`config.mk`:
```
export PLATFORM = sky130hd
export DESIGN_NAME = serial_eeprom_engine
export DESIGN_NICKNAME = d
export VERILOG_FILES = /design/src/rtl/see_pkg.sv /design/src/rtl/see_ram.sv /design/src/rtl/see_page_buf.sv /design/src/rtl/serial_eeprom_engine.sv
export SDC_FILE = /design/constraint.sdc
export NUM_CORES = 2
export LEC_CHECK = 0
export BUFFER_PORTS_ARGS = -buffer_cell sky130_fd_sc_hd__buf_2
export CORE_UTILIZATION = 53
export DETAILED_ROUTE_END_ITERATION = 16
export PLACE_DENSITY_LB_ADDON = 0.08
export SKIP_CTS_REPAIR_TIMING = 1
export SYNTH_ARGS = -nofsm -noshare
export SYNTH_HDL_FRONTEND = slang
export SYNTH_SLANG_ARGS = --single-unit
```
`constraint.sdc`:
```
create_clock -name clk -period 8.62 [get_ports clk]
set_input_delay 0.862 -clock clk [delete_from_list [all_inputs] [get_ports clk]]
set_output_delay 0.862 -clock clk [all_outputs]
set_load 0.05 [all_outputs]
```
`src/rtl/see_pkg.sv`:
```
package see_pkg;
  typedef enum logic [2:0] {
    ST_IDLE,
    ST_SEL,
    ST_ADDR,
    ST_WDATA,
    ST_RDATA
  } see_state_e;

  typedef logic [7:0] see_byte_t;
endpackage

```
`src/rtl/see_ram.sv`:
```
module see_ram #(
  parameter int ADDR_W = 8
) (
  input  logic              clk,
  input  logic              we,
  input  logic [ADDR_W-1:0] waddr,
  input  logic [7:0]        wdata,
  input  logic              re,
  input  logic [ADDR_W-1:0] raddr,
  output logic [7:0]        rdata
);
  localparam int DEPTH = 1 << ADDR_W;

  logic [7:0] mem [DEPTH];

  initial begin
    for (int i = 0; i < DEPTH; i++) mem[i] = 8'hFF;
  end

  always_ff @(posedge clk) begin
    if (we) mem[waddr] <= wdata;
    if (re) rdata <= mem[raddr];
  end
endmodule

```
`src/rtl/see_page_buf.sv`:
```
module see_page_buf #(
  parameter int PAGE_W = 4
) (
  input  logic              clk,
  input  logic              rst,
  input  logic              clr,
  input  logic              we,
  input  logic [PAGE_W-1:0] widx,
  input  logic [7:0]        wdata,
  input  logic [PAGE_W-1:0] ridx,
  output logic [7:0]        rdata,
  output logic              rvalid,
  output logic              any
);
  localparam int PAGE = 1 << PAGE_W;

  logic [7:0]      slot [PAGE];
  logic [PAGE-1:0] filled;

  always_ff @(posedge clk) begin
    if (we) slot[widx] <= wdata;
  end

  always_ff @(posedge clk) begin
    if (rst || clr) filled <= '0;
    else if (we)    filled[widx] <= 1'b1;
  end

  assign rdata  = slot[ridx];
  assign rvalid = filled[ridx];
  assign any    = |filled;
endmodule

```
`src/rtl/serial_eeprom_engine.sv`:
```
module serial_eeprom_engine #(
  parameter int          ADDR_W    = 8,
  parameter int          PAGE_W    = 4,
  parameter int          WR_CYCLES = 64,
  parameter logic [3:0]  DEV_TYPE  = 4'b1010
) (
  input  logic       clk,
  input  logic       rst,
  input  logic       ev_start,
  input  logic       ev_stop,
  input  logic       ev_byte_valid,
  input  logic [7:0] ev_byte,
  input  logic       ev_mack_valid,
  input  logic       ev_mack,
  input  logic       ev_tx_req,
  input  logic [2:0] chip_en,
  input  logic       wp_en,
  output logic       ack_vld,
  output logic       ack,
  output logic       tx_vld,
  output logic [7:0] tx_data,
  output logic       busy
);
  import see_pkg::*;

  localparam int PAGE     = 1 << PAGE_W;
  localparam int BUSY_LEN = (WR_CYCLES > PAGE) ? WR_CYCLES : PAGE;
  localparam int CNT_W    = $clog2(BUSY_LEN) + 1;
  localparam int HI_W     = ADDR_W - PAGE_W;

  see_state_e        state;
  logic [ADDR_W-1:0] addr;
  logic [CNT_W-1:0]  cnt;

  // Decode of the current event against the state
  logic sel_match, in_wdata, prot, pb_we, pb_clr, pb_any;
  logic rd_en, drain_on, drain_we;
  logic [PAGE_W-1:0] drain_idx;
  logic [7:0]        drain_data;
  logic              drain_valid;

  assign sel_match = (ev_byte[7:4] == DEV_TYPE) && (ev_byte[3:1] == chip_en);
  assign in_wdata  = (state == ST_WDATA) && !busy;
  assign prot      = wp_en && !addr[ADDR_W-1];
  assign pb_we     = ev_byte_valid && in_wdata && !prot && !ev_start && !ev_stop;
  assign pb_clr    = ev_start && !busy;
  assign rd_en     = ev_tx_req && (state == ST_RDATA) && !busy
                     && !ev_start && !ev_stop;

  assign drain_on  = busy && (cnt < CNT_W'(PAGE));
  assign drain_idx = cnt[PAGE_W-1:0];
  assign drain_we  = drain_on && drain_valid;

  see_page_buf #(.PAGE_W(PAGE_W)) u_buf (
    .clk    (clk),
    .rst    (rst),
    .clr    (pb_clr),
    .we     (pb_we),
    .widx   (addr[PAGE_W-1:0]),
    .wdata  (ev_byte),
    .ridx   (drain_idx),
    .rdata  (drain_data),
    .rvalid (drain_valid),
    .any    (pb_any)
  );

  see_ram #(.ADDR_W(ADDR_W)) u_ram (
    .clk   (clk),
    .we    (drain_we),
    .waddr ({addr[ADDR_W-1:PAGE_W], drain_idx}),
    .wdata (drain_data),
    .re    (rd_en),
    .raddr (addr),
    .rdata (tx_data)
  );

  // Write-cycle timer
  always_ff @(posedge clk) begin
    if (rst) begin
      busy <= 1'b0;
      cnt  <= '0;
    end else if (busy) begin
      cnt <= cnt + 1'b1;
      if (cnt == CNT_W'(BUSY_LEN - 1)) busy <= 1'b0;
    end else if (ev_stop && state == ST_WDATA && pb_any) begin
      busy <= 1'b1;
      cnt  <= '0;
    end
  end

  // Command sequencer
  always_ff @(posedge clk) begin
    if (rst) begin
      state   <= ST_IDLE;
      addr    <= '0;
      ack_vld <= 1'b0;
      ack     <= 1'b0;
      tx_vld  <= 1'b0;
    end else begin
      ack_vld <= ev_byte_valid;
      ack     <= 1'b0;
      tx_vld  <= 1'b0;
      if (busy) begin
        state <= ST_IDLE;
      end else if (ev_stop) begin
        state <= ST_IDLE;
      end else if (ev_start) begin
        state <= ST_SEL;
      end else begin
        if (ev_byte_valid) begin
          unique case (state)
            ST_SEL: begin
              if (sel_match) begin
                ack   <= 1'b1;
                state <= ev_byte[0] ? ST_RDATA : ST_ADDR;
              end else begin
                state <= ST_IDLE;
              end
            end
            ST_ADDR: begin
              ack   <= 1'b1;
              addr  <= ev_byte[ADDR_W-1:0];
              state <= ST_WDATA;
            end
            ST_WDATA: begin
              ack  <= !prot;
              addr <= {addr[ADDR_W-1:PAGE_W], addr[PAGE_W-1:0] + 1'b1};
            end
            default: ;
          endcase
        end
        if (rd_en) begin
          tx_vld <= 1'b1;
          addr   <= addr + 1'b1;
        end
        if (ev_mack_valid && !ev_mack && state == ST_RDATA) begin
          state <= ST_IDLE;
        end
      end
    end
  end

  logic [HI_W-1:0] unused_hi;
  assign unused_hi = addr[ADDR_W-1:PAGE_W];
endmodule

```
==> metrics.sh <==
CLOCK_LATENCY_NS=0.87
FIRST_PASS_ITERS=5
FINAL-MAX-SLEW-VIOLATION-COUNT=0
CRITPATHMAXFANOUT=89
PORT_BUFFERS=31
CP-END-KIND='register'
UNREPAIRED_SETUP_ENDPOINTS_AFTER_GLOBAL_ROUTING='no'
HIGHEST_LAYER='met5'
ROOT_BUFFER='clkbuf_16'
MIN_PATH_TYPE='input pin to register'
LAYOUT-DRIVE-GT1-SHARE=0.2403
WL_MET2_MICRONS=97620
DRT_FIRST_ITER_VIOLATIONS=4504
YOSYS_WARNING_TOTAL=0
INTERNAL-POWER_mW=16.75
SETUP_TNS_NS=0
CTS_MAX_LEVEL=4
P_PER_AREA_nW_PER_UM2=219.8
NUMCLOCKSINKS=2226
DRCVIOLATIONCOUNT=0
FLOW.AREA_GROWTH_FROM_SYNTHESIS_PCT=11.02
SYNTH_EDF_COUNT=2184
VIA_COUNT_OF_THE_FIRST_GLOBAL_ROUTING_PASS=40793
ROWS=146
IO_PINS=32
SETUP-VIOLATIONS-FINAL=0
POWER.COMBINATIONAL.FRACTION=0.001
SYNTH-MAIN-FF-CELL='edfxtp_1'
LAYOUT.CELLS.MOST_COMMON_LIST='edfxtp_1, mux4_2, nor2_1, a22oi_1, clkbuf_16'
CP-START-KIND='register'
ROUTE.VIAS.TOTAL=40282
MIN_FROM='ev_start'
STANDARD_CELL_CORE_AREA_SQ_UM=159100
MET3ROUTEDLENGTH_MICRONS=15240
CAP_VIOLATIONS=0
FILL_CELLS=11286
RESIDUAL_OVERFLOW_FROM_GLOBAL_ROUTING=0
ASYNC_FLOP_SHARE=0
POST-SYNTH-TOP-AREA-CELL='edfxtp_1'
FFS_LATCHES_SYNTH=2226
P_LEAK_nW=28.05
DIE-AREA_SQ_UM=162700
FINAL_NETS=4040
SYNTH_SEQ_AREA_SHARE=0.7781
POWER.SHARE.SEQUENTIAL=0.562
RUN_STATUS='complete, no violations'
HOLD_VIOL_FINAL=0
R2R_END='u_ram.rdata[0]'
YS_TYPES=52
FINALPOWER_mW=20.83
GRT_PASS1_WL_MICRONS=294700
PATH_CLK_SLEW_NS=0.06
VIASPERCELL=6.352
GRT_MAX_DEGREE=205
WORSTPATHARRIVAL_NS=5.68
CTS_INSERTED_BUFFERS=218
DIE_W_MICRONS=403.3
P_CLK_FRAC=0.437
PATH_CLASS='register to register'
P_SW_mW=4.081
RRSETUPSLACK_NS=3.51
FINISH.UTILIZATION=0.5957
NETSWITCHINGFRACTION=0.1959
ANTENNA_FOUND_INITIAL=6
HOLD_END='state[0]'
GRT.TOTAL_USAGE=0.2551
VDD_IR_DROP_MAX_mV=0.2323
MAX_SLEW_HEADROOM_AT_THE_WORST_PIN=0.02323
DETAILED_PLACE_HPWL_MICRONS=113900
WORSTREGTOREGCELLS=7
ROUTE.FINAL.WIRE_LENGTH_MICRONS=205400
HOLD_WS_NS=0.2813
ROUTE.LAYER.MET1.WL_MICRONS=87350
FIN_CRIT_NS=5.113
WORSTPATHREQUIRED_NS=9.19
TIGHTESTPINTRANSITION_NS=1.446
SYNTHESIS.AREA_SQ_UM=85370
CELLS_AFTER_SYNTH=3927
FINAL_MIN_PERIOD_OVER_CLOCK_PERIOD=0.5932
FINAL_ANTENNA_NET_COUNT=0
MIN_DELAY_PATH_DEPTH=2
ACHIEVABLE-FREQUENCY_MHz=195.6
GP_CONGESTION=0.8004
CLOCK_TREE.BUFFER_DEPTH=3
FINAL_COMMON_CELL='edfxtp_1'
DIE_HEIGHT_MICRONS=403.3
SYNTHTOPCELLSBYAREA='edfxtp_1, mux4_2, a22oi_1'
CLOCK_TREE_FROM_TRITONCTS='built'
CLOCK-SKEW-FINAL_NS=0.05401
SYNTHESIZED_AREA_PER_CELL_SQ_UM=21.74
SYNTH_NETS=3955
SYNTH_TOP_CELL_AREA_SHARE=0.7682
START_UTIL=0.5365
WL_PER_CELL_MICRONS=32.39
STARTPOINT_OF_THE_MOST_CRITICAL_REGISTER_TO_REGISTER_PATH='addr[0]'
-- final cells by class --
type                    instances  area [sq um]  share of cell area
flip-flops and latches       2226         66430              0.7009
multi-input cells            1448         17910              0.1889
clock buffers                 282          5695             0.06009
well taps                    2146          2685             0.02833
clock inverters               120          1137             0.01200
repair buffers                110         885.9            0.009346
inverters                       8         30.03           0.0003168
diodes                          2         5.005          0.00005280
-- logic make-up (layout without fill, tap and decap cells) --
kind of cell,count (synthesis),after routing,share of synthesized area
buf+inv,253,520,0.01416
other cells,0,2,0
flops,2226,2226,0.7781
fa+ha+maj,8,8,0.001173
simple gates,404,404,0.02105
compound gates,472,472,0.03780
xor+xnor,3,3,0.0003078
mux,561,561,0.1474
-- how the worst max path moves through the flow --
stage,to,slack (ns),start,cells past startpoint
2_1_floorplan,u_ram.mem[0][1],5.11,register,4
3_5_place_dp,u_ram.rdata[0],3.42,addr[0],7
4_1_cts,u_ram.rdata[0],3.41,addr[0],7
3_3_place_gp,u_ram.rdata[0],3.44,addr[0],7
6_report,u_ram.rdata[0],3.51,addr[0],7
5_1_grt,u_ram.rdata[0],3.24,addr[0],7
-- flip-flops by register name (all words and copies together), names as in the netlist, named ones only --
name / cells
ack_vld: 1
u_ram.rdata: 8
busy: 1
addr: 8
u_buf.slot: 128
tx_vld: 1
u_buf.filled: 16
u_ram.mem: 2048
state: 3
cnt: 7
ack: 1
-- cell usage after synthesis (4+ instances only) --
cell,n
a21oi_1,143
a22oi_1,259
buf_1,30
buf_2,42
buf_4,29
buf_6,13
clkbuf_1,131
dfxtp_1,42
edfxtp_1,2184
ha_1,8
inv_1,8
mux4_2,557
nand2_1,25
nand2_2,14
nand2b_1,4
nand3_1,10
nand4_1,13
nor2_1,286
nor2b_1,9
nor3_1,8
nor4_1,8
o21a_1,20
o21ai_0,4
o41ai_1,32
or2_2,4
-- stage by stage --
step,area [sq um],cells,setup WS (ns)
after detailed placement,87930,5938,3.418
after global routing,94770,6340,3.243
after CTS,94770,6340,3.414
after global placement,87930,5938,3.437
after floorplan,85370,3927,5.109
final,94780,6342,3.507
-- power by group through the flow --
| stage | combinational [mW] | clock, mW | sequential (mW) |
|---|---|---|---|
| after floorplan | 0.00746 | 0 | 11.9 |
| after global placement | 0.0282 | 0 | 11.9 |
| after detailed placement | 0.0287 | 0 | 11.9 |
| after CTS | 0.0290 | 9.24 | 11.7 |
| after global routing | 0.0307 | 9.64 | 11.7 |
| final | 0.0287 | 9.10 | 11.7 |
-- worst max-delay path, stage by stage, from the launching register on --
cell	delay, ns
dfxtp_4	0.95
buf_12	0.60
buf_4	0.63
mux4_2	0.58
a22oi_1	0.27
a21oi_1	0.19
o41ai_1	1.14
nand4_1	0.18
-- metal layers --
metal,vias to the layer above,global-route usage
met5,-,0.002676
met4,2,0.07458
met3,300,0.04581
met2,1597,0.3926
met1,21595,0.3778
li1,16788,-
Note: power is estimated with default switching activity, not from simulation.
